File: src/rtl/spi_link_pkg.sv
package spi_link_pkg;
  localparam logic [7:0] CMD_WRITE = 8'h42;
  localparam logic [7:0] CMD_READ  = 8'h81;

  typedef enum logic [2:0] {
    SQ_IDLE,
    SQ_WAIT_RDY,
    SQ_CMD,
    SQ_STAT,
    SQ_DATA
  } seq_state_t;
endpackage

File: src/rtl/spi_link_sync.sv
module spi_link_sync #(
  parameter int STAGES = 2
) (
  input  logic clk,
  input  logic rst_n,
  input  logic async_i,
  output logic sync_o
);
  logic [STAGES-1:0] stage_q;

  always_ff @(posedge clk or negedge rst_n) begin
    if (!rst_n) stage_q <= '0;
    else        stage_q <= {stage_q[STAGES-2:0], async_i};
  end

  assign sync_o = stage_q[STAGES-1];
endmodule

File: src/rtl/spi_link_fifo.sv
module spi_link_fifo #(
  parameter int DEPTH = 128,
  parameter int WIDTH = 8,
  localparam int AW = $clog2(DEPTH),
  localparam int CW = $clog2(DEPTH + 1)
) (
  input  logic             clk,
  input  logic             rst_n,
  input  logic             push_i,
  input  logic [WIDTH-1:0] push_data_i,
  input  logic             pop_i,
  output logic [WIDTH-1:0] head_o,
  output logic [CW-1:0]    count_o
);
  logic [WIDTH-1:0] mem [DEPTH];
  logic [AW-1:0]    wr_q, wr_d, rd_q, rd_d;
  logic [CW-1:0]    cnt_q, cnt_d;
  logic             do_push, do_pop;

  assign do_push = push_i && (cnt_q != CW'(DEPTH));
  assign do_pop  = pop_i && (cnt_q != '0);

  always_comb begin
    wr_d  = wr_q;
    rd_d  = rd_q;
    cnt_d = cnt_q;
    if (do_push) wr_d = (wr_q == AW'(DEPTH - 1)) ? '0 : wr_q + 1'b1;
    if (do_pop)  rd_d = (rd_q == AW'(DEPTH - 1)) ? '0 : rd_q + 1'b1;
    if (do_push && !do_pop)      cnt_d = cnt_q + 1'b1;
    else if (!do_push && do_pop) cnt_d = cnt_q - 1'b1;
  end

  always_ff @(posedge clk or negedge rst_n) begin
    if (!rst_n) begin
      wr_q  <= '0;
      rd_q  <= '0;
      cnt_q <= '0;
    end else begin
      wr_q  <= wr_d;
      rd_q  <= rd_d;
      cnt_q <= cnt_d;
    end
  end

  always_ff @(posedge clk) begin
    if (do_push) mem[wr_q] <= push_data_i;
  end

  assign head_o  = mem[rd_q];
  assign count_o = cnt_q;
endmodule

File: src/rtl/spi_link_seq.sv
module spi_link_seq
  import spi_link_pkg::*;
#(
  parameter int CHUNK_MAX = 64,
  parameter int TXLEN_W   = 16
) (
  input  logic               clk,
  input  logic               rst_n,
  input  logic               ready_s_i,
  input  logic               rx_room_i,
  input  logic               tx_load_i,
  input  logic [TXLEN_W-1:0] tx_len_i,
  input  logic [7:0]         tx_data_i,
  input  logic               sh_ack_i,
  input  logic [7:0]         sh_rdata_i,
  output logic               cs_o,
  output logic               sh_req_o,
  output logic               sh_dir_o,
  output logic [7:0]         sh_wdata_o,
  output logic               rx_push_o,
  output logic               tx_pop_o,
  output logic               tx_done_o,
  output logic               rx_ovf_o
);
  localparam logic [7:0] CHUNK_B = 8'(CHUNK_MAX);

  seq_state_t         state_q, state_d;
  logic               is_rd_q, is_rd_d;
  logic [7:0]         left_q, left_d;
  logic [TXLEN_W-1:0] rem_q, rem_d;
  logic               ovf_q, ovf_d;
  logic               done_q, done_d;
  logic               xfer;

  assign sh_req_o = (state_q == SQ_CMD) || (state_q == SQ_STAT) || (state_q == SQ_DATA);
  assign xfer     = sh_req_o && sh_ack_i;

  always_comb begin
    state_d = state_q;
    is_rd_d = is_rd_q;
    left_d  = left_q;
    rem_d   = rem_q;
    ovf_d   = ovf_q;
    done_d  = 1'b0;
    if (tx_load_i && (rem_q == '0)) rem_d = tx_len_i;
    case (state_q)
      SQ_IDLE: begin
        if (ready_s_i && rx_room_i) begin
          state_d = SQ_CMD;
          is_rd_d = 1'b1;
        end else if (rem_q != '0) begin
          state_d = SQ_WAIT_RDY;
          is_rd_d = 1'b0;
        end
      end
      SQ_WAIT_RDY: if (ready_s_i) state_d = SQ_CMD;
      SQ_CMD:      if (xfer) state_d = SQ_STAT;
      SQ_STAT: begin
        if (xfer) begin
          state_d = (sh_rdata_i == 8'd0) ? SQ_IDLE : SQ_DATA;
          if (is_rd_q) begin
            if (sh_rdata_i > CHUNK_B) begin
              ovf_d  = 1'b1;
              left_d = CHUNK_B;
            end else begin
              left_d = sh_rdata_i;
            end
          end else begin
            left_d = (rem_q < TXLEN_W'(sh_rdata_i)) ? rem_q[7:0] : sh_rdata_i;
          end
        end
      end
      SQ_DATA: begin
        if (xfer) begin
          left_d = left_q - 1'b1;
          if (!is_rd_q) begin
            rem_d = rem_q - 1'b1;
            if (rem_q == TXLEN_W'(1)) done_d = 1'b1;
          end
          if (left_q == 8'd1) state_d = SQ_IDLE;
        end
      end
      default: state_d = SQ_IDLE;
    endcase
  end

  always_ff @(posedge clk or negedge rst_n) begin
    if (!rst_n) begin
      state_q <= SQ_IDLE;
      is_rd_q <= 1'b0;
      left_q  <= '0;
      rem_q   <= '0;
      ovf_q   <= 1'b0;
      done_q  <= 1'b0;
    end else begin
      state_q <= state_d;
      is_rd_q <= is_rd_d;
      left_q  <= left_d;
      rem_q   <= rem_d;
      ovf_q   <= ovf_d;
      done_q  <= done_d;
    end
  end

  always_comb begin
    sh_wdata_o = 8'h00;
    if (state_q == SQ_CMD)                    sh_wdata_o = is_rd_q ? CMD_READ : CMD_WRITE;
    else if (state_q == SQ_DATA && !is_rd_q)  sh_wdata_o = tx_data_i;
  end

  assign cs_o      = (state_q != SQ_IDLE);
  assign sh_dir_o  = (state_q == SQ_CMD) || ((state_q == SQ_DATA) && !is_rd_q);
  assign rx_push_o = xfer && (state_q == SQ_DATA) && is_rd_q;
  assign tx_pop_o  = xfer && (state_q == SQ_DATA) && !is_rd_q;
  assign tx_done_o = done_q;
  assign rx_ovf_o  = ovf_q;
endmodule

File: src/rtl/spi_link_engine.sv
module spi_link_engine #(
  parameter int FIFO_DEPTH = 128,
  parameter int CHUNK_MAX  = 64,
  parameter int TXLEN_W    = 16,
  parameter int SYNC_STG   = 2,
  localparam int CW = $clog2(FIFO_DEPTH + 1)
) (
  input  logic               clk,
  input  logic               rst_n,
  input  logic               ready_i,
  output logic               cs_o,
  output logic               sh_req_o,
  output logic               sh_dir_o,
  output logic [7:0]         sh_wdata_o,
  input  logic               sh_ack_i,
  input  logic [7:0]         sh_rdata_i,
  input  logic               tx_load_i,
  input  logic [TXLEN_W-1:0] tx_len_i,
  input  logic [7:0]         tx_data_i,
  output logic               tx_pop_o,
  output logic               tx_done_o,
  input  logic               rx_rd_i,
  output logic [7:0]         rx_data_o,
  output logic               rx_empty_o,
  output logic [CW-1:0]      rx_count_o,
  output logic               rx_ovf_o
);
  logic          ready_s;
  logic          rx_push;
  logic          rx_room;
  logic [CW-1:0] rx_free;

  spi_link_sync #(.STAGES(SYNC_STG)) u_sync (
    .clk(clk), .rst_n(rst_n), .async_i(ready_i), .sync_o(ready_s)
  );

  spi_link_fifo #(.DEPTH(FIFO_DEPTH), .WIDTH(8)) u_fifo (
    .clk(clk), .rst_n(rst_n),
    .push_i(rx_push), .push_data_i(sh_rdata_i),
    .pop_i(rx_rd_i), .head_o(rx_data_o), .count_o(rx_count_o)
  );

  assign rx_free    = CW'(FIFO_DEPTH) - rx_count_o;
  assign rx_room    = rx_free >= CW'(CHUNK_MAX);
  assign rx_empty_o = (rx_count_o == '0);

  spi_link_seq #(.CHUNK_MAX(CHUNK_MAX), .TXLEN_W(TXLEN_W)) u_seq (
    .clk(clk), .rst_n(rst_n),
    .ready_s_i(ready_s), .rx_room_i(rx_room),
    .tx_load_i(tx_load_i), .tx_len_i(tx_len_i), .tx_data_i(tx_data_i),
    .sh_ack_i(sh_ack_i), .sh_rdata_i(sh_rdata_i),
    .cs_o(cs_o), .sh_req_o(sh_req_o), .sh_dir_o(sh_dir_o), .sh_wdata_o(sh_wdata_o),
    .rx_push_o(rx_push), .tx_pop_o(tx_pop_o), .tx_done_o(tx_done_o), .rx_ovf_o(rx_ovf_o)
  );
endmodule

File: config.mk
export PLATFORM = sky130hd
export DESIGN_NAME = spi_link_engine
export DESIGN_NICKNAME = d
export VERILOG_FILES = /design/src/rtl/spi_link_pkg.sv /design/src/rtl/spi_link_sync.sv /design/src/rtl/spi_link_fifo.sv /design/src/rtl/spi_link_seq.sv /design/src/rtl/spi_link_engine.sv
export SDC_FILE = /design/constraint.sdc
export NUM_CORES = 1
export LEC_CHECK = 0
export BUFFER_PORTS_ARGS = -buffer_cell sky130_fd_sc_hd__buf_2
export CORE_MARGIN = 2
export CORE_UTILIZATION = 40
export DETAILED_ROUTE_END_ITERATION = 10
export GPL_TIMING_DRIVEN = 0
export SLEW_MARGIN = 10
export SYNTH_ARGS = -nofsm -noshare
export SYNTH_HDL_FRONTEND = slang
export SYNTH_SLANG_ARGS = --single-unit
export TNS_END_PERCENT = 5
File: constraint.sdc
create_clock -name clk -period 3.3 [get_ports clk]
set_input_delay 0.165 -clock clk [delete_from_list [all_inputs] [get_ports clk]]
set_output_delay 0.165 -clock clk [all_outputs]
set_load 0.01 [all_outputs]
Yosys cells after proc, flatten, opt, wreduce, memory -nomap -nowiden
Memories as Yosys holds them, arrays and structs flattened.
Index checks and enable logic that the tools add are counted.
W data, S select, Z words.
- bits in registers: 54
- input port bits: 38
- memories: 1
- RAM bits: 1024
- output and inout bits: 31
- $add $sub $neg: 7
- reductions and logical operators: 31
- equality and inequality tests: 15
- $lt $le $gt $ge: 3
- mux-type cells: 34
- memory list (memory ; depth ; width ; read ports ; clocked after memory_dff ; write ports ; line ; source):
    u_fifo.mem ; 128 ; 8 ; 1 ; 0 ; 1 ; spi_link_fifo.sv:15 ; logic [WIDTH-1:0] mem [DEPTH];
- operator list (cell ; count):
    $mux W8 ; 10
    $mux W16 ; 4
    $mux W3 ; 8
    $eq A16 B1 Y1 const B ; 1
    $logic_not A16 Y1 ; 1
    $logic_not A8 Y1 ; 2
    $lt A16 B8 Y1 ; 1
    $pmux W8 S2 ; 1
    $reduce_bool A16 Y1 ; 1
    $sub A16 B1 Y16 const B ; 1
    $sub A8 B1 Y8 const B ; 2
    $pmux W3 S5 ; 1
    $add A7 B1 Y7 const B ; 2
    $eq A7 B7 Y1 const B ; 2
    $mux W7 ; 2
    $logic_and A1 B1 Y1 ; 11
    $add A8 B1 Y8 const B ; 1
    $eq A8 B1 Y1 const B ; 1
    $ge A8 B7 Y1 const B ; 1
    $gt A8 B7 Y1 const B ; 1
    $mux W1 ; 8
    $ne A8 B8 Y1 const B ; 1
    $reduce_bool A8 Y1 ; 1
    $sub A8 B8 Y8 const A ; 1
    15 further kinds ; 25

Longest topological paths before layout
Gate-level depths: netlist of run 1.
- depth after elaboration: 11
- gate-level depth with buffers: 15
- depth with buffers taken out: 14

Cells and area by module
Synthesis of run 1 repeated with hierarchy kept, for this count alone.
- cell total of the unflattened synthesis: 2357
- area total of the unflattened synthesis: 43631.8 um^2
- by module, submodules not included (module ; times used ; area an instance (um^2) ; cells an instance):
    spi_link_fifo ; 1 ; 41190.8 ; 2079
    spi_link_seq ; 1 ; 2346.0 ; 269
    spi_link_sync ; 1 ; 50.0 ; 2
    spi_link_engine ; 1 ; 45.0 ; 7

Least setup slack after synthesis of run 1
Ideal clock, no wire load.
- path type: register -> register
- from: reg u_seq.state_q[1]
- to: reg u_fifo.cnt_q[6] (netlist: u_fifo.count_o[6])
- slack: 0.282 ns
- data required time: 3.163 ns
- stages on the path, launching flop included: 16
- data arrival time: 2.882 ns
- setup time: 0.137 ns
- path through: dfrtp_1 clkbuf_1 nor3b_1 and3_1 nand2_1 inv_1 ha_1 inv_1 fa_1 a21o_1 a21oi_1 nor2_1 o21ai_0 nand2b_1 xnor2_1 o21ai_0
- longest elaborated chain between the ends: 10
- RTL lines (item ; line ; source):
    start: declaration ; spi_link_seq.sv:27 ; seq_state_t state_q, state_d;
    start signal: assignment ; spi_link_seq.sv:96 ; state_q <= state_d;
    $eq A3 B2 Y1 ; spi_link_seq.sv:35 ; assign sh_req_o = (state_q == SQ_CMD) || (state_q == SQ_STAT) || (state_q == SQ_DATA);
    $logic_or A1 B1 Y1 (2 in series) ; spi_link_seq.sv:35 ;
    $logic_and A1 B1 Y1 ; spi_link_seq.sv:36 ; assign xfer = sh_req_o && sh_ack_i;
    $logic_and A1 B1 Y1 * (2 in series) ; spi_link_seq.sv:113 ; assign rx_push_o = xfer && (state_q == SQ_DATA) && is_rd_q;
    $logic_and A1 B1 Y1 * ; spi_link_fifo.sv:20 ; assign do_push = push_i && (cnt_q != CW'(DEPTH));
    net u_fifo.do_push ; spi_link_fifo.sv:18 ; logic do_push, do_pop;
    $logic_not A1 Y1 ; spi_link_fifo.sv:30 ; else if (!do_push && do_pop) cnt_d = cnt_q - 1'b1;
    $logic_and A1 B1 Y1 ; spi_link_fifo.sv:30 ;
    $reduce_bool A2 Y1 (no source line) ; n/a ;
    end signal: assignment ; spi_link_fifo.sv:41 ; cnt_q <= cnt_d;
    end: declaration ; spi_link_fifo.sv:17 ; logic [CW-1:0] cnt_q, cnt_d;
Mark *: on every way through the listed nets, which the timed path passes. The rest lies on a longest branch.
A chain may end at the register's enable or synchronous reset.

Final worst setup path of run 1
- from: reg u_fifo.rd_q[0]
- to: out rx_data_o[3]
- longest elaborated chain between the ends: 1
- RTL lines (item ; line ; source):
    start: declaration ; spi_link_fifo.sv:16 ; logic [AW-1:0] wr_q, wr_d, rd_q, rd_d;
    start signal: assignment ; spi_link_fifo.sv:40 ; rd_q <= rd_d;
    $mem_v2 Z128 W8 ; n/a ;
    end: declaration ; spi_link_engine.sv:23 ; output logic [7:0] rx_data_o,
Every way passes these cells.

==> results of run 1 <==
-- kinds of logic (layout without fill, tap and decap cells) --
| logic type | Yosys count | in the layout | synth area share |
|---|---|---|---|
| compound gates | 157 | 157 | 0.0240 |
| mux | 345 | 345 | 0.164 |
| xor+xnor | 24 | 24 | 0.00487 |
| flops | 1078 | 1078 | 0.744 |
| fa+ha+maj | 22 | 22 | 0.00655 |
| simple gates | 391 | 391 | 0.0414 |
| buf+inv | 134 | 527 | 0.0149 |
-- registers in the layout (all words and copies together) (netlist names), 2 cells and up --
signal	count
u_fifo.count_o	8
u_fifo.mem	1024
u_fifo.rd_q	7
u_fifo.wr_q	7
u_seq.left_q	8
u_seq.rem_q	16
u_seq.state_q	3
u_sync.stage_q	2
-- power groups by stage --
stage,Sequential (W),Combinational [W],Clock [W]
after detailed placement,0.0158,0.0133,0
after CTS,0.0156,0.0155,0.0118
after floorplan,0.0158,0.00756,0
after global placement,0.0158,0.0132,0
after global routing,0.0156,0.0165,0.0124
final,0.0156,0.0161,0.0117
-- what timing repair did --
item                       in CTS  in global routing
hold buffers                   26                  0
setup endpoints to repair    1040                807
resized for setup             383                 34
gates cloned                    2                  2
setup buffers                  71                 21
hold endpoints to repair      197                  0
pin swaps                      43                 12
-- worst max-delay path, delay by kind of cell, from the launching register on --
| kind | cells | cell delay, ns |
|---|---|---|
| AO/OA/AOI/OAI | 2 | 0.47 |
| buffers and inverters | 4 | 0.70 |
| flip-flops | 1 | 0.38 |
| multiplexers | 3 | 1.33 |
| AND/OR/NAND/NOR | 1 | 0.09 |
-- area by class of cell --
| type | count | area [sq um] |
|---|---|---|
| buffer | 110 | 1360 |
| clock buffer | 134 | 2800 |
| clock inverter | 64 | 534 |
| fill | 8711 | 55500 |
| inverter | 22 | 88.8 |
| multi-input combinational | 939 | 11200 |
| sequential | 1078 | 32100 |
| tap | 1403 | 1760 |
| timing repair buffer | 197 | 1730 |
-- per-layer routing --
| layer | routed length [um] | part of all wire | GRT usage | vias to the layer above |
|---|---|---|---|---|
| met5 | 0 | 0 | 0 | - |
| li1 | - | - | - | 9459 |
| met2 | 59300 | 0.46 | 0.358 | 1356 |
| met1 | 50100 | 0.39 | 0.315 | 12600 |
| met4 | 5050 | 0.040 | 0.0842 | 0 |
| met3 | 13100 | 0.10 | 0.0553 | 244 |
-- placed cells by master (no fill, tap or decap), drive strengths merged, types with 10 or more instances in the layout --
master       netlist  layout
nand3             23      23
clkinvlp           0      10
buf               66     235
nor3              25      25
nand2             69      69
o21ai             42      42
dlygate4sd3        0      26
inv               22      26
a21oi             34      34
clkbuf            46     179
mux4             290     290
nor2b             12      12
a22oi             11      11
ha                21      21
xnor2             15      15
a211oi            10      10
clkinv             0      44
dfrtp             54      54
edfxtp          1024    1024
mux2i             47      47
and2              12      12
nor2             194     194
-- final timing paths --
path | end | cells past startpoint
setup / recovery | rx_data_o[3] | 10
hold / removal | u_fifo.mem[40][3] | 1
setup reg to reg | u_fifo.count_o[7] | 15
hold reg to reg | u_sync.stage_q[1] | 0
max in group asynchronous | u_seq.rem_q[12] | 2
min in group asynchronous | u_fifo.count_o[0] | 2
-- synth_stat cells, drive strengths merged (4+ instances only) --
library cell / number
nand3: 23
nand3b: 6
nor3: 25
nor3b: 4
a21o: 7
nand2: 69
inv: 22
ha: 21
a21oi: 34
a221oi: 6
edfxtp: 1024
a211oi: 10
xor2: 9
buf: 66
mux2i: 47
and2: 12
nand4: 7
o21ai: 42
a2111oi: 7
mux4: 290
o22ai: 4
dfrtp: 54
or3: 7
nor2b: 12
clkbuf: 46
a31oi: 4
nand2b: 6
mux2: 8
nor2: 194
a22oi: 11
nor4: 7
and3: 6
xnor2: 15
-- through the flow --
step | setup slack (ns) | util | setup TNS, ns | hold slack (ns)
final | -0.546 | 0.481 | -4.00 | 0.0644
after global routing | -0.602 | 0.481 | -4.50 | 0.0579
after CTS | -0.506 | 0.478 | -4.52 | 0.0392
after detailed placement | -1.53 | 0.425 | -717.06 | 0.278
after global placement | -1.96 | 0.423 | -674.64 | 0.276
after floorplan | 0.282 | - | 0 | -0.131
==> results by group, run 1 <==
Outcome
  – Outcome: finished with violations
  – Violated checks: negative setup slack

Drt
  – Residual DRC count: 0
  – Vias: 23700
  – Antenna-violating nets left: 0
  – Drt wl/cell: 32.3 um
  – DRT Wirelength: 128000 um
  – Pre-antenna DRT Iters: 5
  – Initial DRC Count: 3462
  – Vias/cell: 6.00

Logic synthesis
  – Sequential area share after synthesis: 0.744
  – Warning count from the yosys run: 0
  – Post-synth top area cell: edfxtp_1
  – Synth area leaders: edfxtp_1, mux4_2, dfrtp_1
  – Mapped Cells: 2151
  – Syn avg cell area: 20.1 sq um
  – Fraction of post-synthesis cell area in the top cell type by area: 0.713
  – Number of synthesized register bits: 1078
  – Mapped Nets: 2211
  – Post-synth EDFFs: 1024
  – Main synth FF type: edfxtp_1
  – Post-synth cell types: 65
  – Netlist Area Pre-Place: 43200 sq um
  – Post-synthesis async set-or-reset flop share: 0.0501

Placed design
  – IO Port Bufs: 67
  – Placed cell count: 3629
  – Routability cong.: 0.923
  – HPWL Detailed: 81200 um
  – Placed cell area: 45500 sq um

Global routing
  – Vias in the first global route: 23600
  – Grt ovf: 0
  – Largest net degree at the start of global routing: 108
  – First-pass GRT wire length: 179000 um
  – Gr usage total: 0.230
  – Initial antenna violation count: 1

Power and ir drop
  – Worst vdd ir: 586 uV
  – Clock power share: 0.270
  – Switching Power: 0.0147 W
  – Comb pwr share: 0.371
  – Power Total: 0.0434 W
  – Reg power frac: 0.359
  – Leakage power figure: 16.5 nW
  – Sw Ratio: 0.339
  – Pwr Density: 842 nW/um^2
  – Cell Int Power: 0.0287 W

Critical path
  – Data arrival, critical path: 3.68 ns
  – Reg2Reg Setup Slack: 0.18 ns
  – Startpoint types: flip-flop
  – Crit Path Max Fanout: 7
  – Crit path launch: u_fifo.rd_q[0]
  – Critical path type: flip-flop to primary output
  – Worst EP required: 3.13 ns
  – Worst setup EP type: primary output
  – R2R Path Start: u_fifo.count_o[2]
  – Worst path max stage delay: 0.55 ns
  – CP max-delay cell: mux4_2
  – Critical-path cell list: buf_6 -> buf_12 -> buf_16 -> mux4_2 -> mux4_2 -> mux2i_4 -> nor3_2 -> a311oi_2 -> o221ai_2 -> buf_2
  – Crit path top cell by count: mux4_2

Floorplan
  – Die W: 332 um
  – Die span in y: 332 um
  – IO Pins: 69
  – Initial Utilization: 0.403
  – Placeable Area: 107000 sq um
  – Die footprint: 111000 sq um
  – Standard-cell rows: 120

Timing
  – Worst-margin pin slew: 1.05 ns
  – Rel. slew slack: 0.299
  – Final Skew: 0.0215 ns
  – FMAX: 0.260 GHz
  – Min setup slack post-route: -0.546 ns
  – Final hold violation count: 0
  – Fin. max-slew vios: 0
  – RSZ-0062 raised after global routing: yes
  – Fin crit period: 3.85 ns
  – Final Cycle Share: 1.17
  – Setup violators final: 8

Clocking
  – H-tree levels: 3
  – Reg clk slew, reported paths: 0.06 ns
  – Cts bufs inserted: 108
  – Maximum buffer depth of the clock tree: 3
  – CTS tree: yes
  – CTS root buffer: clkbuf_16
  – Clock sink total: 1078
  – Worst-Skew Late Latency: 0.69 ns

Final layout
  – Share of layout cells above drive strength 1: 0.326
  – # diodes: 0
  – Layout area overhead: 19.4%
  – Non-Filler Instances: 3947
  – Final instance area: 51500 sq um
  – Nets: 2516

Min path
  – Worst hold path class: input port to flip-flop
  – HP Start: sh_rdata_i[3]

Flow run
  – Max-cap violations: 0
No activity file was read; power rests on OpenSTA's default activity.
==> run 2: changes to the inputs <==
CORE_MARGIN = 4   (was 2)
REMOVE_ABC_BUFFERS = 1   (was not set)
clock period = 4.9 ns   (was 3.3 ns; I/O delays follow)
==> run 2 against run 1 <==
- the run now ends clean
- global-route usage fell by 5.1 points
- core utilization fell by 1.9 points
- critical path depth down 1
- sequential share of layout area is 2.6 points higher
- via count down 9.2%
- highest routed layer unchanged
- design area shrank 3.9%
- non-clock buffer count down 174
- worst setup slack improved by 0.78 ns
==> results by group, run 2 (synthesized netlist as in run 1, its figures left out) <==
Outcome
  – Outcome: finished clean

Floorplan
  – Placeable Area: 107000 sq um (unchanged)
  – Die W: 336 um (+1.2%)
  – Die footprint: 113000 sq um (+2.4%)
  – Die span in y: 336 um (+1.2%)
  – IO Pins: 69 (unchanged)
  – Initial Utilization: 0.403 (unchanged)
  – Standard-cell rows: 120 (unchanged)

Final layout
  – Nets: 2341 (-7.0%)
  – Largest Register: u_fifo.mem
  – Max reg flops: 1024 (unchanged)
  – Register area: 32100 sq um (about the same)
  – Share of layout cells above drive strength 1: 0.249 (-0.0773)
  – Multi-input gate area: 10400 sq um (-6.5%)
  – Utilization after layout: 0.462 (-0.0190)
  – # diodes: 0 (unchanged)
  – Final instance area: 49500 sq um (-3.9%)
  – Commonest cells after routing, fill and taps aside: edfxtp_1, mux4_2, nor2_1, clkbuf_16, nand2_1
  – Fillers: 8828 (+1.3%)
  – Most common cell after layout, fill and taps aside: edfxtp_1
  – Layout area overhead: 14.7%
  – Regs by FF count: u_fifo.mem: 1024 flops, u_seq.rem_q: 16 flops

Timing
  – FMAX: 0.214 GHz
  – Rel. slew slack: 0.269 (-0.0297)
  – Fin. max-slew vios: 0 (unchanged)
  – RSZ-0062 raised after global routing: no
  – Fin crit period: 4.67 ns
  – Hold Worst Slack: 0.0334 ns (-0.0310 ns)
  – Setup violators final: 0 (-8)
  – Post-Route Setup TNS: 0 ns (+4.00 ns)
  – Worst-margin pin slew: 1.10 ns (+0.0484 ns)
  – Final hold violation count: 0 (unchanged)
  – Final Skew: 0.0293 ns (+0.00776 ns)
  – Final Cycle Share: 0.953

Power and ir drop
  – Worst vdd ir: 418 uV (-29%)
  – Power Total: 0.0265 W (-39%)
  – Clock power share: 0.312 (+0.042)
  – Sw Ratio: 0.297 (-0.0417)
  – Comb pwr share: 0.281 (-0.090)
  – Cell Int Power: 0.0187 W (-35%)
  – Switching Power: 0.00788 W (-46%)
  – Leakage power figure: 15.7 nW (-4.9%)
  – Pwr Density: 536 nW/um^2 (-36%)
  – Reg power frac: 0.408 (+0.049)

Global routing
  – First-pass GRT wire length: 149000 um (-17%)
  – Grt ovf: 0 (unchanged)
  – Vias in the first global route: 21900 (-7.0%)
  – Initial antenna violation count: 1 (unchanged)
  – GRT met1 Usage: 0.260 (-0.0549)
  – Gr usage total: 0.179 (-0.0510)
  – Largest net degree at the start of global routing: 105 (-2.8%)
  – M2 GR Usage: 0.282 (-0.0760)
  – Busiest grt layer: met2
  – Met3 GRT Util: 0.0302 (-0.0250)

Drt
  – DRT Wirelength: 100000 um (-21%)
  – Antenna-violating nets left: 0 (unchanged)
  – Vias/cell: 5.70 (-5.0%)
  – Residual DRC count: 0 (unchanged)
  – Initial DRC Count: 2088 (-40%)
  – Pre-antenna DRT Iters: 5 (unchanged)
  – Vias: 21500 (-9.2%)
  – Drt wl/cell: 26.6 um (-18%)

Flow run
  – Max-cap violations: 0 (unchanged)

Placed design
  – Placed cell area: 45600 sq um (+0.27%)
  – Routability cong.: 0.794 (-14%)
  – IO Port Bufs: 68 (+1.5%)
  – HPWL Detailed: 62400 um (-23%)

Critical path
  – Critical path type: flip-flop to primary output
  – Data arrival, critical path: 4.42 ns (+0.74 ns)
  – Startpoint types: flip-flop
  – Crit Path Max Fanout: 40 (+33)
  – Worst EP required: 4.66 ns (+1.53 ns)
  – Worst setup EP type: primary output

Clocking
  – Reg clk slew, reported paths: 0.06 ns (about the same)
  – CTS root buffer: clkbuf_16
  – Clock sink total: 1078 (unchanged)
  – H-tree levels: 3 (unchanged)
  – CTS tree: yes
  – Cts bufs inserted: 107 (-0.93%)
  – Worst-Skew Late Latency: 0.68 ns (about the same)
  – Maximum buffer depth of the clock tree: 3 (unchanged)

Min path
  – Worst hold path class: input port to flip-flop
run 2: repair_timing:
| action | in CTS | in global routing |
|---|---|---|
| resized for setup | 1 | 3 |
| buffers inserted | 0 | 1 |
| hold buffers | 25 | 0 |
| endpoints found under the hold margin | 186 | 0 |
| pin swaps | 0 | 0 |
| gates cloned | 0 | 0 |
| setup endpoints to repair | 1 | 3 |
run 2: final cells by class:
type | count | share of cell area
Sequential cell | 1078 | 0.649
Multi-Input combinational cell | 939 | 0.211
Clock buffer | 131 | 0.0582
Tap cell | 1403 | 0.0355
Timing Repair Buffer | 133 | 0.0306
Clock inverter | 67 | 0.0141
Inverter | 22 | 0.00167
run 2: final timing paths:
check | from | to | slack (ns) | cells after the start
hold reg to reg | u_sync.stage_q[0] | u_sync.stage_q[1] | 0.35 | 0
min in group asynchronous | rst_n | u_fifo.count_o[2] | 0.19 | 2
hold / removal | sh_rdata_i[2] | u_fifo.mem[101][2] | 0.03 | 1
setup reg to reg | u_seq.state_q[0] | u_fifo.mem[110][5] | 0.93 | 7
max in group asynchronous | rst_n | u_fifo.rd_q[0] | 4.14 | 2
setup / recovery | u_fifo.rd_q[0] | rx_data_o[2] | 0.23 | 9
run 2: metrics by stage:
stage,instances,setup WS (ns)
after global routing,3773,0.0416
after CTS,3772,0.0576
after global placement,3510,-12.98
final,3773,0.233
after detailed placement,3549,0.631
after floorplan,2039,-7.01
run 2: worst max-delay path: stages, from the launching register on:
cell and delay [ns]:
dfrtp_4 0.76, buf_16 0.32, buf_16 0.30, mux4_2 0.62, a2111oi_0 0.46, o21ai_0 0.15, a21oi_1 0.38, a2111oi_0 0.13
a211o_1 0.39, buf_2 0.17
run 2: routing by layer:
layer,up-vias,part of all wire
met2,823,0.48
met5,-,0
met4,0,0.024
met3,154,0.065
li1,9113,-
met1,11400,0.43
run 2: power by group through the flow:
stage	registers, W	logic [W]	clock network (W)
2_1_floorplan	0.0114	0.00430	0
3_3_place_gp	0.0116	0.00520	0
3_5_place_dp	0.0110	0.00743	0
4_1_cts	0.0108	0.00748	0.00843
5_1_grt	0.0109	0.00795	0.00882
6_report	0.0108	0.00744	0.00827
